**src/rtl/coh_pkg.sv**
```systemverilog
package coh_pkg;
  // request kinds on the input channel
  localparam logic [1:0] REQ_RD = 2'd0;
  localparam logic [1:0] REQ_WR = 2'd1;
  localparam logic [1:0] REQ_WB = 2'd2;
  // message kinds on the output channel
  localparam logic [1:0] MSG_INV  = 2'd0;
  localparam logic [1:0] MSG_FET  = 2'd1;
  localparam logic [1:0] MSG_FINV = 2'd2;
  localparam logic [1:0] MSG_DATA = 2'd3;
  // per-block coherence state
  localparam logic [1:0] DS_UNC = 2'd0;
  localparam logic [1:0] DS_SHR = 2'd1;
  localparam logic [1:0] DS_EXC = 2'd2;

  typedef enum logic [1:0] {
    ST_IDLE = 2'd0,
    ST_LOOK = 2'd1,
    ST_INV  = 2'd2,
    ST_WAIT = 2'd3
  } ctl_state_e;
endpackage

```
**src/rtl/coh_dir_store.sv**
```systemverilog
module coh_dir_store #(
  parameter int NBLK  = 16,
  parameter int NPROC = 4,
  localparam int IDW = (NPROC > 1) ? $clog2(NPROC) : 1,
  localparam int AW  = (NBLK > 1) ? $clog2(NBLK) : 1,
  localparam int EW  = 2 + NPROC + IDW
) (
  input  logic             clk,
  input  logic             rst,
  input  logic [AW-1:0]    rd_addr,
  input  logic             wr_en,
  input  logic [AW-1:0]    wr_addr,
  input  logic [1:0]       wr_state,
  input  logic [NPROC-1:0] wr_sharers,
  input  logic [IDW-1:0]   wr_owner,
  output logic [1:0]       rd_state,
  output logic [NPROC-1:0] rd_sharers,
  output logic [IDW-1:0]   rd_owner
);
  import coh_pkg::*;

  logic [EW-1:0]   mem [NBLK];
  logic [EW-1:0]   rd_word_q;
  logic [NBLK-1:0] vld_q;
  logic            rd_vld_q;

  // storage array without reset so it can map to block RAM
  always_ff @(posedge clk) begin
    if (wr_en) mem[wr_addr] <= {wr_state, wr_sharers, wr_owner};
    rd_word_q <= mem[rd_addr];
  end

  // valid vector marks blocks written since reset
  always_ff @(posedge clk) begin
    if (rst) begin
      vld_q    <= '0;
      rd_vld_q <= 1'b0;
    end else begin
      if (wr_en) vld_q[wr_addr] <= 1'b1;
      rd_vld_q <= vld_q[rd_addr];
    end
  end

  always_comb begin
    if (rd_vld_q) begin
      {rd_state, rd_sharers, rd_owner} = rd_word_q;
    end else begin
      rd_state   = DS_UNC;
      rd_sharers = '0;
      rd_owner   = '0;
    end
  end
endmodule

```
**src/rtl/coh_low_pick.sv**
```systemverilog
module coh_low_pick #(
  parameter int N = 4,
  localparam int IW = (N > 1) ? $clog2(N) : 1
) (
  input  logic [N-1:0]  req,
  output logic [N-1:0]  gnt,
  output logic [IW-1:0] idx,
  output logic          any
);
  logic [N:0] seen;
  assign seen[0] = 1'b0;

  for (genvar i = 0; i < N; i++) begin : g_chain
    assign gnt[i]    = req[i] & ~seen[i];
    assign seen[i+1] = seen[i] | req[i];
  end

  assign any = seen[N];

  always_comb begin
    idx = '0;
    for (int i = 0; i < N; i++) begin
      if (gnt[i]) idx = IW'(i);
    end
  end
endmodule

```
**src/rtl/coh_home_dir.sv**
```systemverilog
module coh_home_dir #(
  parameter int NPROC = 4,
  parameter int NBLK  = 16,
  localparam int IDW = (NPROC > 1) ? $clog2(NPROC) : 1,
  localparam int AW  = (NBLK > 1) ? $clog2(NBLK) : 1
) (
  input  logic           clk,
  input  logic           rst,
  input  logic           req_valid,
  output logic           req_ready,
  input  logic [1:0]     req_type,
  input  logic [IDW-1:0] req_src,
  input  logic [AW-1:0]  req_addr,
  output logic           out_valid,
  output logic [1:0]     out_type,
  output logic [IDW-1:0] out_dest,
  output logic [AW-1:0]  out_addr
);
  import coh_pkg::*;

  ctl_state_e       st_q;
  logic [1:0]       r_type;
  logic [IDW-1:0]   r_src;
  logic [AW-1:0]    r_addr;
  logic [IDW-1:0]   cur_own;
  logic [NPROC-1:0] pend_q;

  logic [1:0]       rd_st;
  logic [NPROC-1:0] rd_sh;
  logic [IDW-1:0]   rd_own;

  logic             wr_en;
  logic [1:0]       wr_st;
  logic [NPROC-1:0] wr_sh;
  logic [IDW-1:0]   wr_own;

  logic [NPROC-1:0] src_oh, own_oh, inv_mask, pick_in, pick_gnt;
  logic [IDW-1:0]   pick_idx;
  logic             pick_any;
  logic             wb_match;
  logic             in_idle, in_wait;

  coh_dir_store #(.NBLK(NBLK), .NPROC(NPROC)) store_i (
    .clk(clk), .rst(rst), .rd_addr(req_addr),
    .wr_en(wr_en), .wr_addr(r_addr), .wr_state(wr_st),
    .wr_sharers(wr_sh), .wr_owner(wr_own),
    .rd_state(rd_st), .rd_sharers(rd_sh), .rd_owner(rd_own)
  );

  coh_low_pick #(.N(NPROC)) pick_i (
    .req(pick_in), .gnt(pick_gnt), .idx(pick_idx), .any(pick_any)
  );

  assign in_idle  = (st_q == ST_IDLE);
  assign in_wait  = (st_q == ST_WAIT);
  assign src_oh   = NPROC'(1) << r_src;
  assign own_oh   = NPROC'(1) << cur_own;
  assign inv_mask = rd_sh & ~src_oh;
  assign pick_in  = (st_q == ST_LOOK) ? inv_mask : pend_q;
  assign wb_match = req_valid && (req_type == REQ_WB) &&
                    (req_addr == r_addr) && (req_src == cur_own);
  assign req_ready = in_idle || (in_wait && wb_match);

  // directory write port: next entry for the block under service
  always_comb begin
    wr_en  = 1'b0;
    wr_st  = DS_UNC;
    wr_sh  = '0;
    wr_own = r_src;
    case (st_q)
      ST_LOOK: begin
        if (r_type == REQ_RD) begin
          if (rd_st == DS_UNC) begin
            wr_en = 1'b1; wr_st = DS_SHR; wr_sh = src_oh;
          end else if (rd_st == DS_SHR) begin
            wr_en = 1'b1; wr_st = DS_SHR; wr_sh = rd_sh | src_oh;
          end
        end else if (r_type == REQ_WR) begin
          if (rd_st == DS_UNC || (rd_st == DS_SHR && !pick_any)) begin
            wr_en = 1'b1; wr_st = DS_EXC; wr_sh = src_oh;
          end
        end else if (r_type == REQ_WB) begin
          if (rd_st == DS_EXC && rd_own == r_src) begin
            wr_en = 1'b1; wr_st = DS_UNC; wr_sh = '0;
          end
        end
      end
      ST_INV: begin
        if (pend_q == '0) begin
          wr_en = 1'b1; wr_st = DS_EXC; wr_sh = src_oh;
        end
      end
      ST_WAIT: begin
        if (wb_match) begin
          wr_en = 1'b1;
          if (r_type == REQ_RD) begin
            wr_st = DS_SHR; wr_sh = src_oh | own_oh;
          end else begin
            wr_st = DS_EXC; wr_sh = src_oh;
          end
        end
      end
      default: ;
    endcase
  end

  // sequencer with registered message outputs
  always_ff @(posedge clk) begin
    if (rst) begin
      st_q      <= ST_IDLE;
      r_type    <= '0;
      r_src     <= '0;
      r_addr    <= '0;
      cur_own   <= '0;
      pend_q    <= '0;
      out_valid <= 1'b0;
      out_type  <= '0;
      out_dest  <= '0;
      out_addr  <= '0;
    end else begin
      out_valid <= 1'b0;
      case (st_q)
        ST_IDLE: begin
          if (req_valid) begin
            r_type <= req_type;
            r_src  <= req_src;
            r_addr <= req_addr;
            st_q   <= ST_LOOK;
          end
        end
        ST_LOOK: begin
          cur_own  <= rd_own;
          out_addr <= r_addr;
          st_q     <= ST_IDLE;
          if (r_type == REQ_RD || r_type == REQ_WR) begin
            out_valid <= 1'b1;
            if (rd_st == DS_EXC) begin
              out_type <= (r_type == REQ_RD) ? MSG_FET : MSG_FINV;
              out_dest <= rd_own;
              st_q     <= ST_WAIT;
            end else if (r_type == REQ_WR && rd_st == DS_SHR && pick_any) begin
              out_type <= MSG_INV;
              out_dest <= pick_idx;
              pend_q   <= inv_mask & ~pick_gnt;
              st_q     <= ST_INV;
            end else begin
              out_type <= MSG_DATA;
              out_dest <= r_src;
            end
          end
        end
        ST_INV: begin
          out_valid <= 1'b1;
          out_addr  <= r_addr;
          if (pick_any) begin
            out_type <= MSG_INV;
            out_dest <= pick_idx;
            pend_q   <= pend_q & ~pick_gnt;
          end else begin
            out_type <= MSG_DATA;
            out_dest <= r_src;
            st_q     <= ST_IDLE;
          end
        end
        ST_WAIT: begin
          if (wb_match) begin
            out_valid <= 1'b1;
            out_type  <= MSG_DATA;
            out_dest  <= r_src;
            out_addr  <= r_addr;
            st_q      <= ST_IDLE;
          end
        end
        default: st_q <= ST_IDLE;
      endcase
    end
  end
endmodule

```
**config.mk**
```make
export PLATFORM = sky130hd
export DESIGN_NAME = coh_home_dir
export DESIGN_NICKNAME = d
export VERILOG_FILES = /design/src/rtl/coh_pkg.sv /design/src/rtl/coh_dir_store.sv /design/src/rtl/coh_low_pick.sv /design/src/rtl/coh_home_dir.sv
export SDC_FILE = /design/constraint.sdc
export NUM_CORES = 1
export LEC_CHECK = 0
export BUFFER_PORTS_ARGS = -buffer_cell sky130_fd_sc_hd__buf_4
export CORE_AREA = 2 2 115 117
export CTS_BUF_LIST = sky130_fd_sc_hd__clkbuf_16
export CTS_CLUSTER_DIAMETER = 50
export DETAILED_ROUTE_END_ITERATION = 8
export DIE_AREA = 0 0 117 119
export PLACE_DENSITY_LB_ADDON = 0.25
export SYNTH_ARGS = -nofsm -noshare
export SYNTH_HDL_FRONTEND = slang
export SYNTH_SLANG_ARGS = --single-unit
```
**constraint.sdc**
```tcl
create_clock -name clk -period 3.6 [get_ports clk]
set_clock_uncertainty 0.1 [all_clocks]
set_input_delay 0.18 -clock clk [delete_from_list [all_inputs] [get_ports clk]]
set_output_delay 0.18 -clock clk [all_outputs]
set_load 0.05 [all_outputs]
```
==> results_dict.tcl, run 1 <==
set metrics [dict create \
    run_status "finished, final reports clean" \
    startpoint "st_q[1]$_SDFFE_PP0P_" \
    postCtsSetupRepairBufs 0 \
    cell_type_with_the_highest_aggregate_area_in_the_netlist "edfxtp_1" \
    initialDrtViolationCount 464 \
    synth_top_family_by_area "multiplexers" \
    cp_data_arrival_time_ps 3200 \
    power_w 0.00472 \
    flop2flop_setup_slack_ps 340 \
    hold-worst-slack_ps 106 \
    fin_setup_tns_ps 0 \
    max_slew_margin_pct 19.5 \
    grt_overflow_total 0 \
    die_width_um 117 \
    rows 42 \
    syn-instance-count 504 \
    worstMarginPinSlew_ps 1200 \
    root_buffer "clkbuf_16" \
    synth.net_count 515 \
    synth_top_flop_cell "edfxtp_1" \
    worst-r2r-cell-count 6 \
    sequential_to_total_area_share_from_yosys_stat_pct 62.8 \
    synthAdderAreaFrac_pct 0 \
    detailed_place_hpwl_um 10600 \
    cts-htree-levels 4 \
    remaining_drc_errors 0 \
    port_buffer_count 20 \
    layout.nets 538 \
    drt_wl_total_um 16300 \
    source_of_the_worst_hold_timing_path "req_addr[3]" \
    synth-simple-area-share_pct 9.52 \
    hold_viol 0 \
    design.portCount 21 \
    firstDrtPassIters 5 \
    grt_pass1_wl_um 26000 \
    synth-edff-count 128 \
    p_per_area_mw_per_mm2 546 \
    avgRoutedWirePerCell_um 22.8 \
    grt_setup_unrepaired "no" \
    layout.core_utilization_pct 67.2 \
    asyncSetResetFlopFracSynth_pct 0 \
    max_cap_check_violation_count 0 \
    synth_warnings 0 \
    fin_ws_ps 344 \
    cts_tree "built" \
    floorplan.core_area_mm2 0.0129 \
    insertedDiodeCount 0 \
    synth_area_mm2 0.00771 \
    place.gp.congestion 0.903 \
    area.growth.synth_to_final_pct 12.1 \
    source_to_sink_clock_delay_at_the_later_pin_of_the_worst_skew_pair_ps 420 \
    clk_path_buf_depth 2 \
    max_clock_freq_mhz 307 \
    ant_nets 0 \
    synth_compound_area_share_pct 8.92 \
    synth_area_in_xor_xnor_pct 0.909 \
    min_period_over_period_pct 90.4 \
    cts_buffers 17 \
    detailroute.via_count 4524 \
    worst_r2r_startpoint "st_q[1]$_SDFFE_PP0P_" \
    share_of_final_layout_standard_cells_stronger_than_drive_strength_1_pct 26.0 \
    clock_sinks 178 \
    fp.dieH_um 119 \
    timing.critical_path.fanout_max 21 \
    initial_antenna_violation_count 0 \
    design.die.area_mm2 0.0139 \
    synth-seq-cells 178 \
    floorplan.initialDensity_pct 59.9 \
    grt_pass1_vias 4476 \
    detail_route.vias_per_cell 6.33 \
    slew_viol_final 0 \
    synth.area.top_cells "edfxtp_1, mux4_2, dfxtp_1" \
    grt.total_usage_pct 25.8 \
    power.static_leakage_nw 2.88 \
    grt_start_max_net_pins 59 \
    ys_types 58 \
    post_synth_mux_area_share_pct 15.3 \
    hold_depth 3 \
    ir_drop_worst_case_vdd_v 0.000337 \
    worst-setup-path-type "register to register" \
    critPathRequiredTime_ps 3540 \
    syn-mean-instance-area_um2 15.3 \
    setup-violations-final 0 \
    finalCriticalPeriod_ps 3260 \
    timing.hold.worst.class "input port to register" \
    post-synth-top-area-fraction_pct 49.8 \
    cp-end-kind "register" \
    critical_path.startpoint_type "register" \
    post-place-ws_ps 412 \
    clk_pin_slew_worst_paths_ps 70 \
]
-- area by class of cell --
cell class / instances / area [um^2]
Fill cell: 861 / 4230
Inverter: 5 / 18.8
Multi-Input combinational cell: 284 / 2680
Clock buffer: 17 / 425
Timing Repair Buffer: 41 / 320
Tap cell: 176 / 220
Sequential cell: 178 / 4840
Clock inverter: 14 / 138
-- placed cells by master (no fill, tap or decap), types with 8 or more instances in the layout --
master	instances
a21oi_1	15
buf_4	36
clkbuf_16	17
dfxtp_1	50
edfxtp_1	128
mux2i_1	14
mux4_2	45
nand2_1	19
nand2b_1	23
nand3_1	9
nor2_1	29
nor3_1	22
o21ai_0	8
o41ai_2	14
-- report_power, final --
part / internal (W) / total, W / leakage [nW] / switching, W
combinational: 0.000210 / 0.000583 / 1.05 / 0.000373
sequential: 0.00230 / 0.00237 / 1.55 / 0.0000689
clock: 0.00102 / 0.00177 / 0.281 / 0.000755
total: 0.00352 / 0.00472 / 2.88 / 0.00120
-- synthesized netlist by cell type (3+ instances only) --
master / count
a221oi_1: 4
edfxtp_1: 128
nor2_1: 29
mux4_2: 45
nand2b_1: 23
xnor2_1: 5
and2_1: 3
o21ai_1: 5
nor3_1: 22
and3_1: 7
mux2i_1: 14
buf_1: 8
o41ai_2: 14
buf_6: 3
a211oi_1: 3
nor2b_1: 7
dfxtp_1: 50
nor3b_1: 3
buf_2: 10
nand2_1: 19
inv_1: 5
xor2_1: 3
nand3_1: 9
a21oi_1: 15
clkbuf_1: 16
or2_2: 5
o21ai_0: 8
-- worst max-delay path, cell delays in order, from the launching register on --
cell and delay [ps]:
dfxtp_1 730, inv_1 190, nor3b_1 440, a221oi_2 100, nand2_2 130, a21oi_2 150
nor3_1 1020
-- metrics by stage --
stage | std cells | cell area (um^2)
after floorplan | 504 | 7710
after global placement | 679 | 8030
after detailed placement | 679 | 8030
after CTS | 715 | 8640
after global routing | 715 | 8650
final | 715 | 8650
-- path summary, 6_finish.rpt --
check,end
setup / recovery,store_i.mem[12][7]$_DFFE_PP_
hold / removal,r_addr[3]$_SDFFE_PP0P_
setup reg to reg,store_i.mem[12][7]$_DFFE_PP_
hold reg to reg,store_i.vld_q[8]$_SDFFE_PP0P_
-- cell families after synthesis --
kind of cell,Yosys count
multiplexers,61
AND/OR/NAND/NOR,138
XOR/XNOR,8
buffers and inverters,42
AO/OA/AOI/OAI,77
flip-flops,178
-- state kept, by name, indices dropped and copies added, names as in the netlist, 4 cells and up --
register,count
store_i.mem,128
store_i.vld_q,16
store_i.rd_word_q,8
out_addr,4
pend_q,4
r_addr,4
-- metal layers --
layer	GRT usage, %	vias to the layer above	wire length, um	share of wire (%)
li1	-	2031	-	-
met1	39.2	2287	7080	43
met2	38.8	183	8000	49
met3	4.68	23	939	5.8
met4	7.35	0	261	1.6
met5	0	-	0	0
-- timing repair --
action,4_1_cts,5_1_grt
hold buffers,5,0
gates resized for setup,0,0
hold endpoints to repair,5,0
(Power assumes the default switching activity.)
==> run 2: changes to the inputs <==
--- a/config.mk
+++ b/config.mk
@@ -11,7 +11,7 @@
 export CTS_CLUSTER_DIAMETER = 50
 export DETAILED_ROUTE_END_ITERATION = 8
 export DIE_AREA = 0 0 117 119
-export PLACE_DENSITY_LB_ADDON = 0.25
+export PLACE_DENSITY = 0.88
 export SYNTH_ARGS = -nofsm -noshare
 export SYNTH_HDL_FRONTEND = slang
 export SYNTH_SLANG_ARGS = --single-unit
==> constraint.sdc (replaced) <==
create_clock -name clk -period 3.6 [get_ports clk]
set_clock_uncertainty 0.1 [all_clocks]
set_input_delay 0.54 -clock clk [delete_from_list [all_inputs] [get_ports clk]]
set_output_delay 0.54 -clock clk [all_outputs]
set_load 0.05 [all_outputs]
==> results_dict.tcl, run 2 (same netlist as run 1, synthesis figures left out) <==
set metrics [dict create \
    run_status "finished, final reports clean" \
    initialDrtViolationCount 474 \
    fp.dieH_um 119 \
    cts_buffers 17 \
    critPathRequiredTime_ps 3540 \
    clock_sinks 178 \
    worst_path_largest_cell_delay_ps 1000 \
    design.die.area_mm2 0.0139 \
    design.portCount 21 \
    cp_data_arrival_time_ps 3010 \
    clk_path_buf_depth 2 \
    critical_path.startpoint_type "register" \
    fin_setup_tns_ps 0 \
    worstMarginPinSlew_ps 1180 \
    grt_pass1_wl_um 26100 \
    critical_path.slowest_cell "nor3_1" \
    grt_setup_unrepaired "no" \
    rows 42 \
    max_slew_margin_pct 20.7 \
    setup-violations-final 0 \
    place.gp.congestion 0.965 \
    cts_tree "built" \
    power.static_leakage_nw 2.91 \
    grt.total_usage_pct 25.8 \
    share_of_final_layout_standard_cells_stronger_than_drive_strength_1_pct 27.8 \
    detail_route.vias_per_cell 6.43 \
    layout.nets 542 \
    detailroute.via_count 4621 \
    insertedDiodeCount 0 \
    grt_pass1_vias 4674 \
    resized_cells_post_cts 0 \
    final_common_cell "edfxtp_1" \
    layout_top_registers "store_i.mem x128, store_i.vld_q x16, store_i.rd_word_q x8" \
    crit_chain "nor4_2 -> nor3b_1 -> a221oi_2 -> nand2_2 -> a21oi_2 -> nor3_1" \
    root_buffer "clkbuf_16" \
    port_buffer_count 20 \
    hold_viol 0 \
    max_clock_freq_mhz 326 \
    drt_wl_total_um 16600 \
    filler_cells_inserted 861 \
    area.growth.synth_to_final_pct 12.5 \
    source_to_sink_clock_delay_at_the_later_pin_of_the_worst_skew_pair_ps 430 \
    min_period_over_period_pct 85.2 \
    holdBufCountCts 0 \
    grt_start_max_net_pins 59 \
    firstDrtPassIters 5 \
    detailed_place_hpwl_um 11000 \
    cts-htree-levels 4 \
    largest_register_ffs 128 \
    cp-end-kind "register" \
    slew_viol_final 0 \
    worst-setup-path-type "register to register" \
    floorplan.core_area_mm2 0.0129 \
    timing.hold.worst.class "input port to register" \
    max_cap_check_violation_count 0 \
    timing.critical_path.fanout_max 16 \
    place_inst 688 \
    finalCriticalPeriod_ps 3070 \
    p_per_area_mw_per_mm2 548 \
    max_flop_register "store_i.mem" \
    remaining_drc_errors 0 \
    ant_nets 0 \
    final_cell_count_no_fill 719 \
    clk_pin_slew_worst_paths_ps 70 \
    floorplan.initialDensity_pct 59.9 \
    most-common-layout-cells "edfxtp_1, dfxtp_1, mux4_2, buf_4, nor2_1" \
    postCtsSetupRepairBufs 0 \
    avgRoutedWirePerCell_um 23.2 \
    die_width_um 117 \
    initial_antenna_violation_count 0 \
    grt_overflow_total 0 \
    ir_drop_worst_case_vdd_v 0.000413 \
]
-- run 2: worst max-delay path, delay by kind of cell, from the launching register on --
kind / cells / cell delay, ps
compound gates: 2 / 230
flops: 1 / 340
simple gates: 4 / 2000
-- run 2: area by class of cell --
cell class | instances | area (um^2) | share of cell area [%]
multi-input cells | 284 | 2680 | 30.8
clock buffers | 17 | 425 | 4.90
flip-flops and latches | 178 | 4840 | 55.9
well taps | 176 | 220 | 2.54
inverters | 5 | 18.8 | 0.216
clock inverters | 14 | 151 | 1.75
repair buffers | 45 | 338 | 3.89
-- run 2: final timing paths --
path                                  startpoint                             end  slack [ps]  depth (start not counted)
hold / removal                       req_type[0]          r_type[0]$_SDFFE_PP0P_         260                          3
setup reg to reg          pend_q[0]$_SDFFE_PP0P_    store_i.mem[10][7]$_DFFE_PP_         530                          6
setup / recovery          pend_q[0]$_SDFFE_PP0P_    store_i.mem[10][7]$_DFFE_PP_         530                          6
hold reg to reg   store_i.vld_q[13]$_SDFFE_PP0P_  store_i.vld_q[13]$_SDFFE_PP0P_         360                          2
-- run 2: report_power, final --
group / internal, W / total (W) / switching [W]
sequential: 0.00230 / 0.00236 / 0.0000613
clock: 0.00103 / 0.00181 / 0.000786
combinational: 0.000207 / 0.000579 / 0.000372
total: 0.00353 / 0.00475 / 0.00122
-- run 2: stage by stage --
step	worst slack, ps	utilization [%]	power [W]	hold slack [ps]	area (um^2)
after floorplan	774	-	0.00281	323	7710
after global placement	575	62.9	0.00295	334	8100
after detailed placement	429	62.9	0.00298	348	8100
after CTS	469	67.4	0.00477	244	8670
after global routing	231	67.4	0.00490	261	8670
final	533	67.4	0.00475	261	8670
-- run 2: metal layers --
metal	vias up	wire length, um	global-route usage (%)
li1	2035	-	-
met5	-	0	0
met4	0	362	9.71
met3	30	1180	6.36
met2	205	8760	42.7
met1	2351	6350	33.2
==> run 3: changes to the inputs <==
==> constraint.sdc (replaced) <==
create_clock -name clk -period 3.9 [get_ports clk]
set_clock_uncertainty 0.1 [all_clocks]
set_input_delay 0.585 -clock clk [delete_from_list [all_inputs] [get_ports clk]]
set_output_delay 0.585 -clock clk [all_outputs]
set_load 0.05 [all_outputs]
==> results_dict.tcl, run 3 (same netlist as run 1, synthesis figures left out) <==
set metrics [dict create \
    max_cap_check_violation_count 0 \
    power.static_leakage_nw 2.90 \
    critical_path.slowest_cell "nor3_1" \
    max_flop_register "store_i.mem" \
    most-common-layout-cells "edfxtp_1, dfxtp_1, mux4_2" \
    fin_setup_tns_ps 0 \
    grt_setup_unrepaired "no" \
    worstMarginPinSlew_ps 1190 \
    share_of_final_layout_standard_cells_stronger_than_drive_strength_1_pct 26.7 \
    place.gp.congestion 0.969 \
    die_width_um 117 \
    floorplan.core_area_mm2 0.0129 \
    detailed_place_hpwl_um 11000 \
    largest_register_ffs 128 \
    grt_start_max_net_pins 59 \
    resized_cells_post_cts 0 \
    clk_pin_slew_worst_paths_ps 60 \
    power.switching_w 0.00112 \
    pwr-share-comb_pct 11.9 \
    final_common_cell "edfxtp_1" \
    slew_viol_final 0 \
    p_per_area_mw_per_mm2 512 \
    max_clock_freq_mhz 323 \
    startpoint "st_q[0]$_SDFFE_PP0P_" \
    r2r_end "store_i.mem[10][5]$_DFFE_PP_" \
    worst_r2r_startpoint "st_q[0]$_SDFFE_PP0P_" \
    drt_wl_total_um 17000 \
    ant_nets 0 \
    worst-setup-path-type "register to register" \
    cts_buffers 17 \
    cts-htree-levels 4 \
    root_buffer "clkbuf_16" \
    detail_route.vias_per_cell 6.50 \
    cp-end-kind "register" \
    place_inst 683 \
    fp.dieH_um 119 \
    flop2flop_setup_slack_ps 800 \
    hold-worst-slack_ps 310 \
    crit_path_end "store_i.mem[10][5]$_DFFE_PP_" \
    worst-path-buf-inv 1 \
    crit_chain "nor2b_1 -> buf_4 -> and3_1 -> nand3_1 -> nand2_2 -> a21oi_2 -> nor3_1" \
    worst_path_largest_cell_delay_ps 980 \
    design.die.area_mm2 0.0139 \
    clk_path_buf_depth 2 \
    design.portCount 21 \
    timing.hold.worst.class "input port to register" \
    cp_num_cells 7 \
    setup-violations-final 0 \
    ir_drop_worst_case_vdd_v 0.000567 \
    timing.critical_path.fanout_max 17 \
    swShare_pct 25.1 \
    layout.nets 537 \
    initialDrtViolationCount 460 \
    remaining_drc_errors 0 \
    critPathRequiredTime_ps 3840 \
    power.clock.fraction_pct 38.8 \
    worst-r2r-cell-count 7 \
    source_to_sink_clock_delay_at_the_later_pin_of_the_worst_skew_pair_ps 430 \
    grt_pass1_wl_um 26300 \
    postCtsSetupRepairBufs 0 \
    final_cell_count_no_fill 715 \
    finalCriticalPeriod_ps 3100 \
    initial_antenna_violation_count 0 \
    critical-path-top-delay-family "simple AND/OR/NAND/NOR gates" \
    area.growth.synth_to_final_pct 12.4 \
    insertedDiodeCount 0 \
    detailroute.via_count 4647 \
    hold_viol 0 \
    min_period_over_period_pct 79.4 \
    run_status "finished, final reports clean" \
    p_int_w 0.00332 \
    power_w 0.00444 \
    floorplan.initialDensity_pct 59.9 \
    layout_top_registers "store_i.mem x128, store_i.vld_q x16, store_i.rd_word_q x8" \
    holdBufCountCts 0 \
    cts_tree "built" \
    firstDrtPassIters 5 \
    max_slew_margin_pct 20.3 \
    avgRoutedWirePerCell_um 23.7 \
    grt_overflow_total 0 \
    seq_power_share_pct 49.3 \
    port_buffer_count 20 \
    critical_path.startpoint_type "register" \
    rows 42 \
    cp_data_arrival_time_ps 3040 \
    grt_pass1_vias 4675 \
    grt.total_usage_pct 26.3 \
    filler_cells_inserted 840 \
    hold_depth 3 \
    clock_sinks 178 \
]
-- run 3: stage by stage --
step	setup WS (ps)	area [um^2]	utilization, %
floorplan	1070	7710	-
global placement	949	8060	62.6
detailed placement	753	8060	62.6
CTS	809	8670	67.3
global route	583	8670	67.3
finish	803	8670	67.3
-- run 3: cell type report --
class	instances	area, um^2	share of cell area, %
Timing Repair Buffer	40	300	3.46
Multi-Input combinational cell	284	2680	30.9
Clock inverter	15	183	2.11
Sequential cell	178	4840	55.9
Clock buffer	17	425	4.91
Inverter	5	18.8	0.217
Tap cell	176	220	2.54
-- run 3: how the worst min path moves through the flow --
stage	from	endpoint	slack, ps
final	req_type[1]	r_type[1]$_SDFFE_PP0P_	310
after global routing	req_type[1]	r_type[1]$_SDFFE_PP0P_	310
after CTS	req_type[1]	r_type[1]$_SDFFE_PP0P_	290
after detailed placement	store_i.vld_q[13]$_SDFFE_PP0P_	store_i.vld_q[13]$_SDFFE_PP0P_	340
after global placement	store_i.vld_q[13]$_SDFFE_PP0P_	store_i.vld_q[13]$_SDFFE_PP0P_	330
after floorplan	store_i.vld_q[13]$_SDFFE_PP0P_	store_i.vld_q[13]$_SDFFE_PP0P_	320
-- run 3: metal layers --
layer  wire length [um]  global-route usage (%)
met5                  0                       0
met3                947                    5.55
met2               8760                    42.9
met1               6690                    33.7
met4                564                    12.1
-- run 3: worst register-to-register path: stages (launching register included) --
cell	delay (ps)
dfxtp_1	690
nor2b_1	200
buf_4	190
and3_1	220
nand3_1	110
nand2_2	120
a21oi_2	100
nor3_1	980
-- run 3: power groups by stage --
stage                     Clock, W  Combinational, W  Sequential [W]
after global placement           0          0.000500         0.00222
final                      0.00172          0.000527         0.00219
after global routing       0.00182          0.000561         0.00220
after detailed placement         0          0.000521         0.00223
after floorplan                  0          0.000356         0.00224
after CTS                  0.00175          0.000525         0.00219
